<file path="config.mk">
export PLATFORM = sky130hd
export DESIGN_NAME = abk_ram
export DESIGN_NICKNAME = d
export VERILOG_FILES = /design/src/rtl/abk_pkg.sv /design/src/rtl/abk_bank_decode.sv /design/src/rtl/abk_bank.sv /design/src/rtl/abk_or_merge.sv /design/src/rtl/abk_ram.sv
export SDC_FILE = /design/constraint.sdc
export NUM_CORES = 1
export LEC_CHECK = 0
export BUFFER_PORTS_ARGS = -buffer_cell sky130_fd_sc_hd__buf_2
export CORE_MARGIN = 2
export CORE_UTILIZATION = 45
export DETAILED_ROUTE_END_ITERATION = 8
export PLACE_DENSITY_LB_ADDON = 0.25
export SLEW_MARGIN = 20
export SYNTH_ARGS = -nofsm -noshare
export SYNTH_HDL_FRONTEND = slang
export SYNTH_HIERARCHICAL = 1
export SYNTH_SLANG_ARGS = --single-unit
</file>
<file path="constraint.sdc">
create_clock -name clk -period 2.5 [get_ports clk]
set_input_delay 0.5 -clock clk [delete_from_list [all_inputs] [get_ports clk]]
set_output_delay 0.5 -clock clk [all_outputs]
set_load 0.05 [all_outputs]
</file>
<file path="src/rtl/abk_pkg.sv">
package abk_pkg;

  localparam int unsigned ABK_BANKS = 2;

  typedef enum logic {
    BANK_LO = 1'b0,
    BANK_HI = 1'b1
  } bank_e;

  function automatic bank_e bank_of(input logic msb);
    return msb ? BANK_HI : BANK_LO;
  endfunction

endpackage

</file>
<file path="src/rtl/abk_bank_decode.sv">
module abk_bank_decode
  import abk_pkg::*;
#(
  parameter int unsigned ADDR_W = 7,
  localparam int unsigned IDX_W = ADDR_W - 1
) (
  input  logic                 req,
  input  logic [ADDR_W-1:0]    addr,
  output logic [ABK_BANKS-1:0] bank_en,
  output logic [IDX_W-1:0]     idx
);

  bank_e sel;

  assign sel             = bank_of(addr[ADDR_W-1]);
  assign idx             = addr[IDX_W-1:0];
  assign bank_en[BANK_LO] = req && (sel == BANK_LO);
  assign bank_en[BANK_HI] = req && (sel == BANK_HI);

endmodule

</file>
<file path="src/rtl/abk_bank.sv">
module abk_bank #(
  parameter int unsigned DATA_W     = 12,
  parameter int unsigned BANK_DEPTH = 64,
  localparam int unsigned IDX_W     = (BANK_DEPTH > 1) ? $clog2(BANK_DEPTH) : 1
) (
  input  logic              clk,
  input  logic              rst_n,
  input  logic              wr_en,
  input  logic [IDX_W-1:0]  wr_idx,
  input  logic [DATA_W-1:0] wr_data,
  input  logic              rd_en,
  input  logic              rd_clr,
  input  logic [IDX_W-1:0]  rd_idx,
  output logic [DATA_W-1:0] q
);

  logic [DATA_W-1:0] store [BANK_DEPTH];

  // storage: no reset, written only when this bank is enabled
  always_ff @(posedge clk) begin
    if (wr_en) begin
      store[wr_idx] <= wr_data;
    end
  end

  // output register: loads the word when enabled, zero when another bank reads
  always_ff @(posedge clk) begin
    if (!rst_n) begin
      q <= '0;
    end else if (rd_en) begin
      q <= store[rd_idx];
    end else if (rd_clr) begin
      q <= '0;
    end
  end


  rd_excl_chk: assert property (@(posedge clk) disable iff (!rst_n)
    !(rd_en && rd_clr));


  idle_zero_chk: assert property (@(posedge clk) disable iff (!rst_n)
    rd_clr |=> (q == '0));

endmodule

</file>
<file path="src/rtl/abk_or_merge.sv">
module abk_or_merge #(
  parameter int unsigned DATA_W = 12,
  parameter int unsigned LANES  = 2
) (
  input  logic [LANES-1:0][DATA_W-1:0] lanes,
  output logic [DATA_W-1:0]            merged
);

  always_comb begin
    merged = '0;
    for (int i = 0; i < LANES; i++) begin
      merged = merged | lanes[i];
    end
  end

endmodule

</file>
<file path="src/rtl/abk_ram.sv">
module abk_ram
  import abk_pkg::*;
#(
  parameter int unsigned DATA_W = 12,
  parameter int unsigned DEPTH  = 128,
  localparam int unsigned ADDR_W     = $clog2(DEPTH),
  localparam int unsigned BANK_DEPTH = DEPTH / 2,
  localparam int unsigned IDX_W      = ADDR_W - 1
) (
  input  logic              clk,
  input  logic              rst_n,
  input  logic              wr_valid,
  output logic              wr_ready,
  input  logic [ADDR_W-1:0] wr_addr,
  input  logic [DATA_W-1:0] wr_data,
  input  logic              rd_valid,
  output logic              rd_ready,
  input  logic [ADDR_W-1:0] rd_addr,
  output logic              rsp_valid,
  input  logic              rsp_ready,
  output logic [DATA_W-1:0] rsp_data
);

  if ((DEPTH % 2) != 0 || DEPTH < 4 || (1 << ADDR_W) != DEPTH) begin : g_bad_depth
    $error("abk_ram: DEPTH must be an even power of two of at least 4");
  end

  logic                              rd_fire;
  logic [ABK_BANKS-1:0]              wr_bank_en;
  logic [ABK_BANKS-1:0]              rd_bank_en;
  logic [IDX_W-1:0]                  wr_idx;
  logic [IDX_W-1:0]                  rd_idx;
  logic [ABK_BANKS-1:0][DATA_W-1:0]  bank_q;

  assign wr_ready = 1'b1;
  assign rd_ready = !rsp_valid || rsp_ready;
  assign rd_fire  = rd_valid && rd_ready;

  abk_bank_decode #(.ADDR_W(ADDR_W)) u_wr_dec (
    .req     (wr_valid),
    .addr    (wr_addr),
    .bank_en (wr_bank_en),
    .idx     (wr_idx)
  );

  abk_bank_decode #(.ADDR_W(ADDR_W)) u_rd_dec (
    .req     (rd_fire),
    .addr    (rd_addr),
    .bank_en (rd_bank_en),
    .idx     (rd_idx)
  );

  for (genvar b = 0; b < ABK_BANKS; b++) begin : g_bank
    abk_bank #(.DATA_W(DATA_W), .BANK_DEPTH(BANK_DEPTH)) u_bank (
      .clk     (clk),
      .rst_n   (rst_n),
      .wr_en   (wr_bank_en[b]),
      .wr_idx  (wr_idx),
      .wr_data (wr_data),
      .rd_en   (rd_bank_en[b]),
      .rd_clr  (rd_fire && !rd_bank_en[b]),
      .rd_idx  (rd_idx),
      .q       (bank_q[b])
    );
  end

  abk_or_merge #(.DATA_W(DATA_W), .LANES(ABK_BANKS)) u_merge (
    .lanes  (bank_q),
    .merged (rsp_data)
  );

  always_ff @(posedge clk) begin
    if (!rst_n) begin
      rsp_valid <= 1'b0;
    end else if (rd_fire) begin
      rsp_valid <= 1'b1;
    end else if (rsp_ready) begin
      rsp_valid <= 1'b0;
    end
  end


  wr_one_bank_chk: assert property (@(posedge clk) disable iff (!rst_n)
    wr_valid |-> $onehot(wr_bank_en));


  rd_one_bank_chk: assert property (@(posedge clk) disable iff (!rst_n)
    $onehot0(rd_bank_en));


  rsp_after_fire_chk: assert property (@(posedge clk) disable iff (!rst_n)
    rd_fire |=> rsp_valid);


  stall_hold_chk: assert property (@(posedge clk) disable iff (!rst_n)
    (rsp_valid && !rsp_ready) |=> (rsp_valid && $stable(rsp_data)));


  one_lane_zero_chk: assert property (@(posedge clk) disable iff (!rst_n)
    rsp_valid |-> ((bank_q[0] == '0) || (bank_q[1] == '0)));

endmodule

</file>
# [Yosys cells after proc, flatten, opt, wreduce, memory -nomap -nowiden]
# Memories as Yosys holds them, arrays and structs flattened.
# Index checks and enable logic that the tools add are counted.
[totals] reg_bits=25 ramBits=1536 in_bits=31 output_inout_bits=15 wordCells=34 memories=2
[memory_table] memory="g_bank[0].u_bank.store" depth=64 width=12 rd=1 rd_ports_with_merged_regs=0 write_ports=1 line_no="abk_bank.sv:17" rtl="logic [DATA_W-1:0] store [BANK_DEPTH];"
[memory_table] memory="g_bank[1].u_bank.store" depth=64 width=12 rd=1 rd_ports_with_merged_regs=0 write_ports=1 line_no="abk_bank.sv:17"
[classes] muxes=12 bitwise=3 n_reduce_logical=14
[op_table] operator="$mux 12" count=4
[op_table] operator="$or 12x12->12" count=1
[op_table] operator="$mux 1" count=8
[op_table] operator="$logic_and 1x1->1" count=7
[op_table] operator="$reduce_bool 2->1" count=3
[op_table] operator="$logic_not 1->1" count=3
[op_table] operator="$not 1->1" count=2
[op_table] operator="$logic_or 1x1->1" count=1

# [Logic depth before layout (Yosys ltp)]
# Gate-level depths: netlist (run 1).
[logic_depth] word_depth=8 depth_mapped=11 ltp_nobuf=8

# [Modules after synthesis]
# The synthesis (run 1) kept the hierarchy.
[by_module_without_submodules] module="abk_bank" instances=2 cells_per_inst=1310 area_per_inst_um2=29856.1
[by_module_without_submodules] module="abk_bank_decode" instances=2 cells_per_inst=8 area_per_inst_um2=61.3
[by_module_without_submodules] module="abk_ram" instances=1 cells_per_inst=9 area_per_inst_um2=87.6
[by_module_without_submodules] module="abk_or_merge" instances=1 cells_per_inst=12 area_per_inst_um2=75.1

# [Worst setup path before layout (run 1)]
# No wires, ideal clock.
[synth_path] path_kind="input -> register" from="input wr_addr[3]" to="memory g_bank[0].u_bank.store[48][0], enable pin" setup_time_ps=396 arrival_time_ps=2007 t_required_ps=2104 path_slack_ps=97 stages=5 path_buffers=2 path_cell_list="buf_4 -> clkbuf_1 -> nor2b_1 -> nand4b_1 -> nor3_1"
[synth_lines] element="start: declaration" line_no="abk_ram.sv:14" rtl="input logic [ADDR_W-1:0] wr_addr,"
[synth_lines] element="end: declaration" line_no="abk_bank.sv:17"
# No word-level cell before the write port.

# [Worst setup path after layout (run 1)]
[layout_path] from="register g_bank[1].u_bank.q[0]" to="output rsp_data[0]"
[layout_via] elab_chain_len=1
[layout_rtl] element="start: declaration" line_no="abk_bank.sv:14" rtl="output logic [DATA_W-1:0] q"
[layout_rtl] element="start signal: assignment" line_no="abk_bank.sv:31" rtl="q <= store[rd_idx];"
[layout_rtl] element="$or 12x12->12" line_no="abk_or_merge.sv:12" rtl="merged = merged | lanes[i];"
[layout_rtl] element="end: declaration" line_no="abk_ram.sv:21" rtl="output logic [DATA_W-1:0] rsp_data"
# Every way passes these cells.

==> results.tsv, run 1 <==
stage	metric	value	unit
timing	unrepaired setup endpoints after global routing	false	
setup_path	Worst Path Arrival	1900	ps
power	leakage power figure	22.5	nW
cells_and_area	fin util	53.3	%
routing	Routed Wire Length	147	mm
floorplan	die area	0.136	mm2
setup_path	Worst Path Required	2000	ps
flow_run	MaxCap Viol Count	0	
placed_design	dpl ws	-319	ps
setup_path	critical-path maximum fanout	2	
floorplan	Rows	133	
setup_path	Setup Crit Path Kind	register to output pin	
setup_path	Crit. End Element	output pin	
power	total design power	54.9	mW
timing	Worst Skew	27.8	ps
global_route	largest net degree at the start of global routing	129	
global_route	grt met3 use	3.78	%
timing	Final min period	2400	ps
yosys	Synth Area in Adders	0	%
floorplan	Die H	369	um
timing	relative slew slack	28.0	%
yosys	largest family of logic cells by synthesized area	multiplexers	
floorplan	Die W	369	um
clocking	Max Buffers Root-to-Sink	3	
clocking	htree depth	4	
floorplan	Initial Util	45.5	%
yosys	syn avg cell area	22.6	um2
yosys	post-synthesis mux area share	16.2	%
timing	Max Fclk	418	MHz
global_route	first-pass GRT wire length	213	mm
outcome	outcome	completed	
timing	Setup Viol. Count Final	0	
clocking	clock latency on the worst-skew pair	790	ps
floorplan	# IOs	46	
global_route	vias in the first global route	30046	
min_path	hold path startpoint	rd_valid	
placed_design	DP Wirelength	92.4	mm
clocking	CTS clock-pin slew for the worst setup and hold paths	60	ps
yosys	syn_nets	2688	
clocking	TritonCTS buffer count	155	
cells_and_area	Final #Nets	3091	
timing	Tightest Pin Transition	1080	ps
floorplan	CORE AREA	0.132	mm2
clocking	CTS Root Cell	clkbuf_16	
placed_design	area post-placement	0.0653	mm2
yosys	top post-synthesis cells by count	edfxtp_1, mux4_2, nor2_1, clkbuf_1	
yosys	post-synthesis simple-gate area fraction	2.37	%
global_route	global route overflow	0	
min_path	Worst Hold Class	input port to register	
routing	starting DRC count in detailed routing	3611	
yosys	top cell type's share of synthesized area	76.9	%
global_route	Most Crowded Layer GR	met2	
yosys	post-synthesis xor/xnor area fraction	0	%
setup_path	CP Launch Point	g_bank[1].u_bank/q[0]	
routing	vias	29379	
placed_design	# port buffers	44	
routing	Post-DRT Antenna Nets	0	
yosys	Netlist cell types	44	
timing	final worst-path cycle share	95.8	%
routing	drc violations	0	
cells_and_area	Final Instance Area	0.0703	mm2
yosys	Async SR Flop Fraction	0	%
yosys	register area share after synthesis	77.7	%
routing	WL per Instance	29.8	um
clocking	# Post-CTS Setup Buffers	0	
global_route	gr usage total	21.8	%
cells_and_area	area added between synthesis and finish	17.2	%
timing	setup ws final	105	ps
timing	Final Hold Vio Count	0	
yosys	Synth Area in Compound Gates	2.33	%
yosys	most frequent cell after synthesis	edfxtp_1	
routing	drt pass-1 iters	5	
global_route	met1 GRT Util	31.0	%
power	Worst VDD drop	0.000741	V
setup_path	reg2reg start	rsp_valid	
routing	Via-to-Cell Ratio	5.94	
yosys	top cells by area, synth	edfxtp_1, mux4_2, nor2_1	
yosys	Mapped Cells	2657	
yosys	Cell Area, Synth	0.0600	mm2
clocking	CTS tree	built	
yosys	Main synth FF type	edfxtp_1	
clocking	clock sink total	1561	
yosys	Yosys top cell by area	edfxtp_1	
yosys	number of flops mapped to enable cells by yosys	1536	
global_route	met2 GRT Util	35.2	%
timing	Pins Over Slew Limit	0	
yosys	Yosys Warn Count	6	
global_route	antenna violations before repair	1	
cells_and_area	share of post-route cells with drive strength above 1	33.1	%
yosys	FF+latch count, synth	1561	
setup_path	CP startpoint kind	register	
cells_and_area	Filler Cells Inserted	9969	
placed_design	Routability Congestion	0.852	
power	pwr dens	781	mW/mm2
==> flip-flops by register name (all words and copies together), names as in the netlist <==
name                 count
rsp_valid                1
g_bank.u_bank/store   1536
g_bank.u_bank/q         24
==> power breakdown <==
part           switching (mW)  leakage [nW]  internal [mW]
Clock                    9.85          2.44           13.3
Sequential             0.0601          14.0           28.9
Combinational            1.75          6.03           1.16
Total                    11.7          22.5           43.3
==> repair_timing <==
action / in CTS / in global routing
endpoints found under the setup margin: 0 / 1
hold buffers: 1 / 0
hold endpoints to repair: 1 / 0
resized for setup: 0 / 1
==> path summary, 6_finish.rpt <==
kind	end	slack, ps	depth (start not counted)
min reg2reg	g_bank[0].u_bank/q[1]	480	2
max reg2reg	g_bank[1].u_bank/q[9]	230	10
min	rsp_valid	60	3
max	rsp_data[0]	100	2
==> cell usage in the layout, fill, tap and decap left out, types with 15 or more instances in the layout <==
cell type  netlist  routed
clkinv_2         0      22
clkbuf_1        60      38
buf_12           0      74
buf_2           48      28
buf_4           21     295
o22a_1          22      22
mux2i_1         50      50
clkinv_1         0      32
clkbuf_16        0     158
a22oi_1         50      50
o21ai_0         16      16
a21oi_1         34      34
bufinv_16        0      15
dfxtp_1         25      24
nand2_1         42      42
a221oi_1        18      18
nand3_1         36      36
edfxtp_1      1536    1536
mux4_2         408     408
nor2_1         134     134
nor2b_1         17      17
==> through the flow <==
step,setup TNS (ps),cells,hold slack [ps]
final,0,4945,60.7
after global routing,0,4944,45.8
after CTS,0,4944,16.8
after detailed placement,-4600,4657,465
after global placement,-4560,4657,467
after floorplan,0,2657,442
==> logic make-up after synthesis <==
group	Yosys count
compound gates	179
simple gates	298
mux	462
flops	1561
buf+inv	156
other cells	1
==> cell type report <==
type,instances,area (um2),area share (%)
Multi-Input combinational cell,940,12600,17.9
Clock buffer,197,4110,5.84
Clock inverter,89,918,1.31
Sequential cell,1561,46600,66.3
Antenna cell,1,2.50,0.00356
Inverter,1,3.75,0.00534
Tap cell,1755,2200,3.12
Timing Repair Buffer,401,3890,5.53
==> layer usage <==
layer	share of wire, %	wire length, um
met3	7.8	11400
met5	0	0
met2	49	72200
met4	2.2	3190
met1	41	60400
==> critical path, stage by stage, from the launching register on <==
cell     delay (ps)
dfxtp_1         540
or2_1           260
buf_2           300
No activity file was read; power rests on OpenSTA's default activity.
==> run 2, diff against run 1 <==
Settings changed: MAX_ROUTING_LAYER set to met4.
==> run 2 against run 1 <==
  * Global-route usage up 0.68 points
  * Worst setup slack improved by 2.4 ps
  * Sequential share of layout area hardly changed
  * Routed wire length shrank 0.12%
==> results.tsv, run 2 (synthesis results as in run 1) <==
stage	metric	value	unit
outcome	outcome	completed	
floorplan	Initial Util	45.5	%
power	Clk pwr share	42.1	%
flow_run	MaxCap Viol Count	0	
cells_and_area	top flop regs	g_bank.u_bank/store (1536), g_bank.u_bank/q (24), rsp_valid (1)	
power	Comb power frac	5.3	%
setup_path	CP startpoint kind	register	
routing	WL per Instance	29.7	um
placed_design	area post-placement	0.0653	mm2
timing	relative slew slack	25.2	%
global_route	vias in the first global route	29980	
power	switch share	21.2	%
cells_and_area	Final #Nets	3091	
setup_path	CP Cell Sequence	or2_1 > buf_2	
floorplan	# IOs	46	
global_route	first-pass GRT wire length	213	mm
routing	vias	29295	
clocking	clock sink total	1561	
clocking	CTS tree	built	
global_route	global route overflow	0	
cells_and_area	commonest cells after routing, fill and taps aside	edfxtp_1, mux4_2, buf_4, clkbuf_16, nor2_1	
timing	unrepaired setup endpoints after global routing	false	
routing	drt pass-1 iters	6	
placed_design	DP Wirelength	92.4	mm
global_route	antenna violations before repair	1	
clocking	# Post-CTS Setup Buffers	0	
clocking	Max Buffers Root-to-Sink	3	
timing	Tightest Pin Transition	1120	ps
timing	Final min period	2390	ps
global_route	largest net degree at the start of global routing	129	
timing	final worst-path cycle share	95.7	%
setup_path	Crit. End Element	output pin	
power	P_sw	11.6	mW
cells_and_area	Biggest register	g_bank.u_bank/store	
cells_and_area	max reg flops	1536	
timing	Final Hold Vio Count	0	
min_path	Worst Hold Class	input port to register	
routing	Via-to-Cell Ratio	5.92	
timing	Pins Over Slew Limit	0	
routing	Post-DRT Antenna Nets	0	
setup_path	Worst Path Arrival	1890	ps
routing	starting DRC count in detailed routing	3735	
floorplan	Die H	369	um
setup_path	critical path's slowest cell	dfxtp_1	
power	pwr dens	781	mW/mm2
floorplan	CORE AREA	0.132	mm2
cells_and_area	Filler Cells Inserted	9967	
placed_design	Routability Congestion	0.866	
cells_and_area	fin util	53.3	%
power	register share of total power	52.7	%
timing	Setup Viol. Count Final	0	
power	Worst VDD drop	0.000746	V
setup_path	Worst Path Required	2000	ps
placed_design	# port buffers	44	
timing	Max Fclk	418	MHz
setup_path	crit-path max cell delay	510	ps
clocking	CTS clock-pin slew for the worst setup and hold paths	60	ps
clocking	htree depth	4	
cells_and_area	area added between synthesis and finish	17.2	%
floorplan	Die W	369	um
routing	drc violations	0	
floorplan	die area	0.136	mm2
cells_and_area	commonest non-fill, non-tap cell in the layout	edfxtp_1	
setup_path	Setup Crit Path Kind	register to output pin	
clocking	clock latency on the worst-skew pair	800	ps
power	Internal Power	43.3	mW
floorplan	Rows	133	
routing	Routed Wire Length	147	mm
timing	Worst Skew	27.3	ps
clocking	CTS Root Cell	clkbuf_16	
clocking	TritonCTS buffer count	155	
power	leakage power figure	22.5	nW
setup_path	critical-path maximum fanout	3	
global_route	gr usage total	22.5	%
cells_and_area	Final Instance Area	0.0703	mm2
cells_and_area	share of post-route cells with drive strength above 1	33.1	%
run 2: cell count changes in the layout (fill, tap and decap cells not counted):
cell / previous run / this run
diode_2: 1 / 3
run 2: power by group through the flow:
stage / Clock [mW] / Sequential, mW / Combinational [mW]
after floorplan: 0 / 29.4 / 1.47
after global placement: 0 / 29.5 / 2.85
after detailed placement: 0 / 29.5 / 2.92
after CTS: 23.5 / 28.9 / 2.92
after global routing: 24.5 / 28.9 / 3.05
final: 23.1 / 28.9 / 2.90
run 2: worst paths after layout:
path	start	slack, ps	endpoint	cells after the start
hold reg to reg	g_bank[0].u_bank/q[1]	490	g_bank[0].u_bank/q[1]	2
hold / removal	rd_valid	60	rsp_valid	3
setup / recovery	g_bank[1].u_bank/q[11]	110	rsp_data[11]	2
setup reg to reg	rsp_valid	210	g_bank[1].u_bank/q[3]	8
run 2: area by class of cell:
cell class / instances / area [um2] / share of cell area (%)
clock inverter: 89 / 918 / 1.31
clock buffer: 197 / 4110 / 5.84
multi-input combinational: 940 / 12600 / 17.9
tap: 1755 / 2200 / 3.12
inverter: 1 / 3.75 / 0.00534
timing repair buffer: 401 / 3890 / 5.53
sequential: 1561 / 46600 / 66.3
antenna: 3 / 7.51 / 0.0107
run 2: what timing repair did:
action	CTS	global route
endpoints found under the hold margin	1	0
gates resized for setup	0	1
hold buffers	1	0
endpoints found under the setup margin	0	1
run 2: metrics by stage:
step	setup TNS (ps)	worst slack [ps]	hold WS [ps]	total power, mW	cells
after detailed placement	-4600	-319	465	32.4	4657
after floorplan	0	97.1	442	30.9	2657
after global placement	-4560	-382	467	32.3	4657
final	0	107	61.9	54.9	4947
after global routing	0	71.1	46.0	56.5	4944
after CTS	0	71.3	16.8	55.3	4944
run 2: worst max-delay path: cells and delay by family (launching register included):
kind / cells / cell delay (ps)
flip-flops: 1 / 510
buffers and inverters: 1 / 310
AND/OR/NAND/NOR: 1 / 270
run 2: routing by layer:
layer,wire length (um),up-vias,track usage (%),share of wire (%)
li1,-,12110,-,-
met1,60700,15741,31.3,41
met2,72400,1262,35.1,49
met3,11000,182,3.48,7.5
met4,3030,0,5.61,2.1
met5,0,-,-,0
